File: config.mk
export PLATFORM = sky130hd
export DESIGN_NAME = gpio_setclr_top
export DESIGN_NICKNAME = d
export VERILOG_FILES = /design/src/rtl/gpio_setclr_pkg.sv /design/src/rtl/gpio_feat_reg.sv /design/src/rtl/gpio_in_sync.sv /design/src/rtl/gpio_bank.sv /design/src/rtl/gpio_setclr_top.sv
export SDC_FILE = /design/constraint.sdc
export NUM_CORES = 1
export LEC_CHECK = 0
export BUFFER_PORTS_ARGS = -buffer_cell sky130_fd_sc_hd__buf_2
export CORE_UTILIZATION = 55
export DETAILED_ROUTE_END_ITERATION = 10
export GPL_TIMING_DRIVEN = 0
export PLACE_DENSITY_LB_ADDON = 0.2
export SETUP_SLACK_MARGIN = 0.1
export SLEW_MARGIN = 5
export SYNTH_ARGS = -nofsm -noshare
export SYNTH_HDL_FRONTEND = slang
export SYNTH_SLANG_ARGS = --single-unit
File: constraint.sdc
create_clock -name clk -period 4.5 [get_ports clk]
set_input_delay 0.9 -clock clk [delete_from_list [all_inputs] [get_ports clk]]
set_output_delay 0.9 -clock clk [all_outputs]
set_load 0.05 [all_outputs]
File: src/rtl/gpio_setclr_pkg.sv
package gpio_setclr_pkg;
  localparam int FEAT_CNT   = 8;
  localparam int FEAT_VALUE = 0;
  localparam int FEAT_OE    = 1;
  localparam int FEAT_IE    = 2;
  localparam int FEAT_OD    = 3;
  localparam int FEAT_PU    = 4;
  localparam int FEAT_PD    = 5;
  localparam int FEAT_IINV  = 6;
  localparam int FEAT_OINV  = 7;
  localparam int FEAT_INPUT = 8;

  // level presented to the pad
  function automatic logic pad_level(input logic val, input logic inv);
    return val ^ inv;
  endfunction

  // drive enable: open-drain releases the pad when the level is high
  function automatic logic pad_drive(input logic oe, input logic od, input logic lvl);
    return oe & ~(od & lvl);
  endfunction

  // value seen by software for one synchronised input
  function automatic logic in_view(input logic s, input logic inv, input logic ie);
    return (s ^ inv) & ie;
  endfunction
endpackage

File: src/rtl/gpio_feat_reg.sv
module gpio_feat_reg #(
  parameter int W = 16
) (
  input  logic           clk,
  input  logic           rst_n,
  input  logic           wr_hit,
  input  logic [2*W-1:0] wdata,
  output logic [W-1:0]   q
);
  logic [W-1:0] set_m;
  logic [W-1:0] clr_m;
  assign set_m = wdata[W-1:0];
  assign clr_m = wdata[2*W-1:W];

  function automatic logic [W-1:0] merge(input logic [W-1:0] old,
                                         input logic [W-1:0] s,
                                         input logic [W-1:0] c);
    return (old | s) & ~c;
  endfunction

  always_ff @(posedge clk or negedge rst_n) begin
    if (!rst_n) q <= '0;
    else if (wr_hit) q <= merge(q, set_m, clr_m);
  end

  assert_clear_wins_R4: assert property (@(posedge clk) disable iff (!rst_n)
    wr_hit |=> ((q & $past(set_m & clr_m)) == '0));
  assert_set_takes_R2: assert property (@(posedge clk) disable iff (!rst_n)
    wr_hit |=> ((~q & $past(set_m & ~clr_m)) == '0));
  assert_clear_takes_R3: assert property (@(posedge clk) disable iff (!rst_n)
    wr_hit |=> ((q & $past(clr_m)) == '0));
  assert_untouched_stable_R2: assert property (@(posedge clk) disable iff (!rst_n)
    wr_hit |=> (((q ^ $past(q)) & ~$past(set_m | clr_m)) == '0));
  assert_idle_hold_R11: assert property (@(posedge clk) disable iff (!rst_n)
    !wr_hit |=> $stable(q));
endmodule

File: src/rtl/gpio_in_sync.sv
module gpio_in_sync #(
  parameter int W = 16
) (
  input  logic         clk,
  input  logic         rst_n,
  input  logic [W-1:0] d,
  output logic [W-1:0] q
);
  logic [W-1:0] stage1;
  logic [1:0]   age;

  always_ff @(posedge clk or negedge rst_n) begin
    if (!rst_n) begin
      stage1 <= '0;
      q      <= '0;
    end else begin
      stage1 <= d;
      q      <= stage1;
    end
  end

  // cycles since reset, saturating, so the delay check never reaches back past reset
  always_ff @(posedge clk or negedge rst_n) begin
    if (!rst_n) age <= '0;
    else if (age != 2'd3) age <= age + 2'd1;
  end

  assert_two_flop_delay_R10: assert property (@(posedge clk) disable iff (!rst_n)
    (age >= 2'd2) |-> (q == $past(d, 2)));
endmodule

File: src/rtl/gpio_bank.sv
module gpio_bank
  import gpio_setclr_pkg::*;
#(
  parameter int W = 16
) (
  input  logic                        clk,
  input  logic                        rst_n,
  input  logic [FEAT_CNT-1:0]         wr_hit,
  input  logic [2*W-1:0]              wdata,
  input  logic [W-1:0]                pad_in,
  output logic [FEAT_CNT-1:0][W-1:0]  feat_q,
  output logic [W-1:0]                in_val,
  output logic [W-1:0]                pad_out,
  output logic [W-1:0]                pad_oe,
  output logic [W-1:0]                pad_pu,
  output logic [W-1:0]                pad_pd
);
  logic [W-1:0] synced;

  for (genvar f = 0; f < FEAT_CNT; f++) begin : g_feat
    gpio_feat_reg #(.W(W)) i_reg (
      .clk    (clk),
      .rst_n  (rst_n),
      .wr_hit (wr_hit[f]),
      .wdata  (wdata),
      .q      (feat_q[f])
    );
  end

  gpio_in_sync #(.W(W)) i_sync (
    .clk   (clk),
    .rst_n (rst_n),
    .d     (pad_in),
    .q     (synced)
  );

  for (genvar n = 0; n < W; n++) begin : g_pin
    assign pad_out[n] = pad_level(feat_q[FEAT_VALUE][n], feat_q[FEAT_OINV][n]);
    assign pad_oe[n]  = pad_drive(feat_q[FEAT_OE][n], feat_q[FEAT_OD][n], pad_out[n]);
    assign in_val[n]  = in_view(synced[n], feat_q[FEAT_IINV][n], feat_q[FEAT_IE][n]);
  end

  assign pad_pu = feat_q[FEAT_PU];
  assign pad_pd = feat_q[FEAT_PD];

  assert_od_releases_high_R8: assert property (@(posedge clk) disable iff (!rst_n)
    ((pad_oe & feat_q[FEAT_OD] & (feat_q[FEAT_VALUE] ^ feat_q[FEAT_OINV])) == '0));
  assert_oe_needs_enable_R8: assert property (@(posedge clk) disable iff (!rst_n)
    ((pad_oe & ~feat_q[FEAT_OE]) == '0));
  assert_input_masked_R10: assert property (@(posedge clk) disable iff (!rst_n)
    ((in_val & ~feat_q[FEAT_IE]) == '0));
endmodule

File: src/rtl/gpio_setclr_top.sv
module gpio_setclr_top
  import gpio_setclr_pkg::*;
#(
  parameter int BANK_W    = 16,
  parameter int NUM_BANKS = 2,
  parameter int ADDR_W    = 8
) (
  input  logic                          clk,
  input  logic                          rst_n,
  input  logic [ADDR_W-1:0]             bus_addr,
  input  logic                          bus_wr,
  input  logic [2*BANK_W-1:0]           bus_wdata,
  output logic [2*BANK_W-1:0]           bus_rdata,
  input  logic [NUM_BANKS*BANK_W-1:0]   pad_in,
  output logic [NUM_BANKS*BANK_W-1:0]   pad_out,
  output logic [NUM_BANKS*BANK_W-1:0]   pad_oe,
  output logic [NUM_BANKS*BANK_W-1:0]   pad_pu,
  output logic [NUM_BANKS*BANK_W-1:0]   pad_pd
);
  localparam int DATA_W = 2 * BANK_W;
  localparam int BSEL_W = $clog2(NUM_BANKS);
  localparam int FIDX_W = ADDR_W - BSEL_W - 2;

  logic [BSEL_W-1:0] bsel;
  logic [FIDX_W-1:0] fidx;
  logic              aligned;

  assign bsel    = bus_addr[ADDR_W-1 -: BSEL_W];
  assign fidx    = bus_addr[ADDR_W-BSEL_W-1:2];
  assign aligned = (bus_addr[1:0] == 2'b00);

  logic [NUM_BANKS-1:0][FEAT_CNT-1:0][BANK_W-1:0] bank_feat;
  logic [NUM_BANKS-1:0][BANK_W-1:0]               bank_in;
  logic [NUM_BANKS-1:0][FEAT_CNT-1:0]             bank_hit;

  for (genvar b = 0; b < NUM_BANKS; b++) begin : g_bank
    for (genvar f = 0; f < FEAT_CNT; f++) begin : g_hit
      assign bank_hit[b][f] = bus_wr && aligned &&
                              (bsel == BSEL_W'(b)) && (fidx == FIDX_W'(f));
    end

    gpio_bank #(.W(BANK_W)) i_bank (
      .clk     (clk),
      .rst_n   (rst_n),
      .wr_hit  (bank_hit[b]),
      .wdata   (bus_wdata),
      .pad_in  (pad_in[b*BANK_W +: BANK_W]),
      .feat_q  (bank_feat[b]),
      .in_val  (bank_in[b]),
      .pad_out (pad_out[b*BANK_W +: BANK_W]),
      .pad_oe  (pad_oe[b*BANK_W +: BANK_W]),
      .pad_pu  (pad_pu[b*BANK_W +: BANK_W]),
      .pad_pd  (pad_pd[b*BANK_W +: BANK_W])
    );
  end

  always_comb begin
    bus_rdata = '0;
    if (aligned) begin
      for (int b = 0; b < NUM_BANKS; b++) begin
        if (bsel == BSEL_W'(b)) begin
          for (int f = 0; f < FEAT_CNT; f++) begin
            if (fidx == FIDX_W'(f)) bus_rdata[BANK_W-1:0] = bank_feat[b][f];
          end
          if (fidx == FIDX_W'(FEAT_INPUT)) bus_rdata[BANK_W-1:0] = bank_in[b];
        end
      end
    end
  end

  assert_rdata_upper_zero_R6: assert property (@(posedge clk) disable iff (!rst_n)
    (bus_rdata[DATA_W-1:BANK_W] == '0));
  assert_single_hit_R5: assert property (@(posedge clk) disable iff (!rst_n)
    $onehot0(bank_hit));
  assert_unaligned_quiet_R11: assert property (@(posedge clk) disable iff (!rst_n)
    !aligned |-> (bus_rdata == '0 && bank_hit == '0));
endmodule

==> results_dict.tcl <==
set metrics [dict create \
    status "complete, but fails checks" \
    failed_checks "setup timing" \
    grt_pass1_wl_mm 96.8 \
    endpoint_kind "primary output" \
    cts_root_buffer "clkbuf_16" \
    htreeDepth 2 \
    ys_top_cells_by_area "dfrtp_1 51%, a21oi_1 18%, buf_4 4.2%" \
    synth.avg_cell_area_um2 9.78 \
    dpl_worst_slack_ps -425 \
    clk_latency_ps 530 \
    finalCoreUtilization 0.670 \
    crit_fanout 10 \
    yosysTopAreaCell "dfrtp_1" \
    skew_ps 6.44 \
    grt_max_degree 120 \
    fillers 2298 \
    ios 235 \
    fp.dieH_um 171 \
    layout.nets 1925 \
    numClockSinks 320 \
    synth_compound_area_frac 0.293 \
    avgRoutedWirePerCell_um 30.1 \
    postSynthCellCount 1609 \
    synth.distinct_cells 72 \
    rows 61 \
    drc 0 \
    crit_arrival_ps 3650 \
    initial_core_util 0.563 \
    setup_viol 1 \
    synth_xor_area_frac 0.0356 \
    crit_path_start_kind "primary input" \
    cp.required_ps 3600 \
    ir_drop_v 0.000359 \
    slew_violations 0 \
    whs_path_depth 0 \
    tightestPinTransition_ps 1180 \
    post_cts_buffers 0 \
    antenna_left 0 \
    antenna_found_initial 1 \
    yosys.area_share.simple 0.0540 \
    cts_buffers 36 \
    clock.fmax_mhz 220 \
    seq_area_frac_synth 0.509 \
    r2r-start "g_bank[1].i_bank.g_feat[5].i_reg.q[11]" \
    vias 15600 \
    drive_gt1_frac 0.246 \
    overflow 0 \
    muxShareOfSynthArea 0.0215 \
    powerDensity_nw_per_um2 403 \
    finalHoldViolations 0 \
    rr_worst_depth 2 \
    period_minus_slack_ps 4550 \
    ys_ff_latch 320 \
    synthFlopType "dfrtp_1" \
    post_drt_via_cell_ratio 6.90 \
    die-area_um2 29300 \
    port_buffers 186 \
    min_from "g_bank[1].i_bank.i_sync.stage1[3]" \
    drt_first_pass_iters 6 \
    yosysWarnings 0 \
    grt_pass1_vias 15000 \
    core-area_um2 27900 \
    hpwl_mm 47.2 \
    gp_congestion 1.03 \
    reg2reg_to "g_bank[1].i_bank.g_feat[5].i_reg.q[11]" \
    synth_edf_count 0 \
    clk_path_buf_depth 3 \
    drv_cap 0 \
    clk_pin_slew_worst_paths_ps 60 \
    die_w_um 171 \
    critPathKind "in -> out" \
    relSlewSlack 0.213 \
    rsz0062_at_grt "yes" \
    drt_iter0_drc 2285 \
    synth_top_family_by_area "compound AO/OA/AOI/OAI gates" \
    finalSetupTns_ps -50.1 \
    post-route-period-util 1.01 \
    holdPathEnd "g_bank[1].i_bank.i_sync.q[3]" \
    finalWorstSetupSlack_ps -50.1 \
    wl_mm 68.0 \
    syn_to_final_growth_pct 18.9 \
    synthAdderAreaFrac 0 \
    grt_usage 0.467 \
    total_power_mw 7.53 \
    regToRegSetupSlack_ps 3690 \
    synth_area_um2 15700 \
    yosys.area.top_type_share 0.509 \
    leakage_nw 9.28 \
    hold_class "reg -> reg" \
    cts_tree "built" \
    synthArstFlopShare 1.00 \
]
==> metal layers <==
layer / part of all wire / global-route usage / up-vias / routed length, um
met5: 0 / 0 / - / 0
met4: 0.078 / 0.339 / 0 / 5300
met3: 0.13 / 0.138 / 352 / 8860
met2: 0.44 / 0.704 / 1323 / 30100
met1: 0.35 / 0.570 / 7626 / 23700
li1: - / - / 6276 / -
==> critical path, cell delays in order <==
cell and delay, ps:
buf_2 230, clkbuf_2 410, clkbuf_1 550, clkbuf_2 530, a211oi_1 200, o32ai_1 450
buf_2 350
==> placed cells by master, fill, tap and decap left out, types with 20 or more instances in the layout <==
master,netlist,final
a22oi_1,21,21
o21ai_0,20,20
a21oi_1,564,564
nand2_1,25,25
buf_4,87,87
a21boi_0,32,32
clkbuf_16,0,37
buf_2,66,246
a31oi_1,22,22
clkbuf_1,75,67
xor2_1,64,64
dfrtp_1,320,320
nor2_1,44,44
==> stage by stage <==
step	cell area, um^2	hold WS [ps]	instances
2_1_floorplan	15800	331	1624
3_3_place_gp	17200	331	2188
3_5_place_dp	17300	336	2190
4_1_cts	18700	344	2256
5_1_grt	18700	354	2256
6_report	18700	343	2258
==> worst max path at each step <==
stage / startpoint / to
after global placement: rst_n / g_bank[0].i_bank.g_feat[5].i_reg.q[10]
after floorplan: bus_addr[3] / bus_rdata[3]
after global routing: bus_addr[2] / bus_rdata[15]
after detailed placement: bus_addr[7] / bus_rdata[15]
final: bus_addr[7] / bus_rdata[15]
after CTS: bus_addr[6] / bus_rdata[15]
==> layout make-up <==
class	instances	area, um^2	area share
clock inverters	15	238	0.0127
clock buffers	51	1090	0.0582
flip-flops and latches	320	8010	0.428
multi-input cells	1051	6510	0.348
well taps	378	473	0.0253
repair buffers	188	998	0.0534
inverters	7	26.3	0.00140
diodes	2	5.00	0.000268
plain buffers	246	1360	0.0727
==> cells by family (layout without fill, tap and decap cells) <==
kind of cell,after synthesis,after routing
buffers and inverters,253,507
and+or+nand+nor,147,147
DFF,320,320
other,1,18
muxes,32,32
xor gates and xnor gates,64,64
AOI/OAI and AO/OA,792,792
==> repair_timing <==
item,4_1_cts,5_1_grt
endpoints found under the setup margin,13,12
resized for setup,16,18
pin swaps,0,0
hold buffers,0,0
endpoints found under the hold margin,0,0
cloned,0,0
==> Yosys cell counts, types with 8 or more instances <==
cell and number:
buf_4 87, nand3_1 10, a22oi_1 21, a21oi_1 564, mux2_2 14, mux2i_1 18
buf_1 18, nor2_1 44, clkbuf_1 75, a2bb2oi_1 14, a21boi_0 32, xor2_1 64
a31oi_1 22, a22o_1 10, a32o_1 8, dfrtp_1 320, o21ai_0 20, nand2_1 25
o2bb2ai_1 12, a221oi_1 12, buf_2 66
==> registers in the layout (all words and copies together) (netlist names) <==
name / flops
g_bank.i_bank.i_sync.stage1: 32
g_bank.i_bank.g_feat.i_reg.q: 256
g_bank.i_bank.i_sync.q: 32
==> power by group <==
part | internal [mW] | switching [mW] | total [mW]
Combinational | 0.292 | 0.796 | 1.09
Clock | 2.04 | 1.26 | 3.29
Sequential | 3.02 | 0.137 | 3.15
No activity file was read; power rests on OpenSTA's default activity.
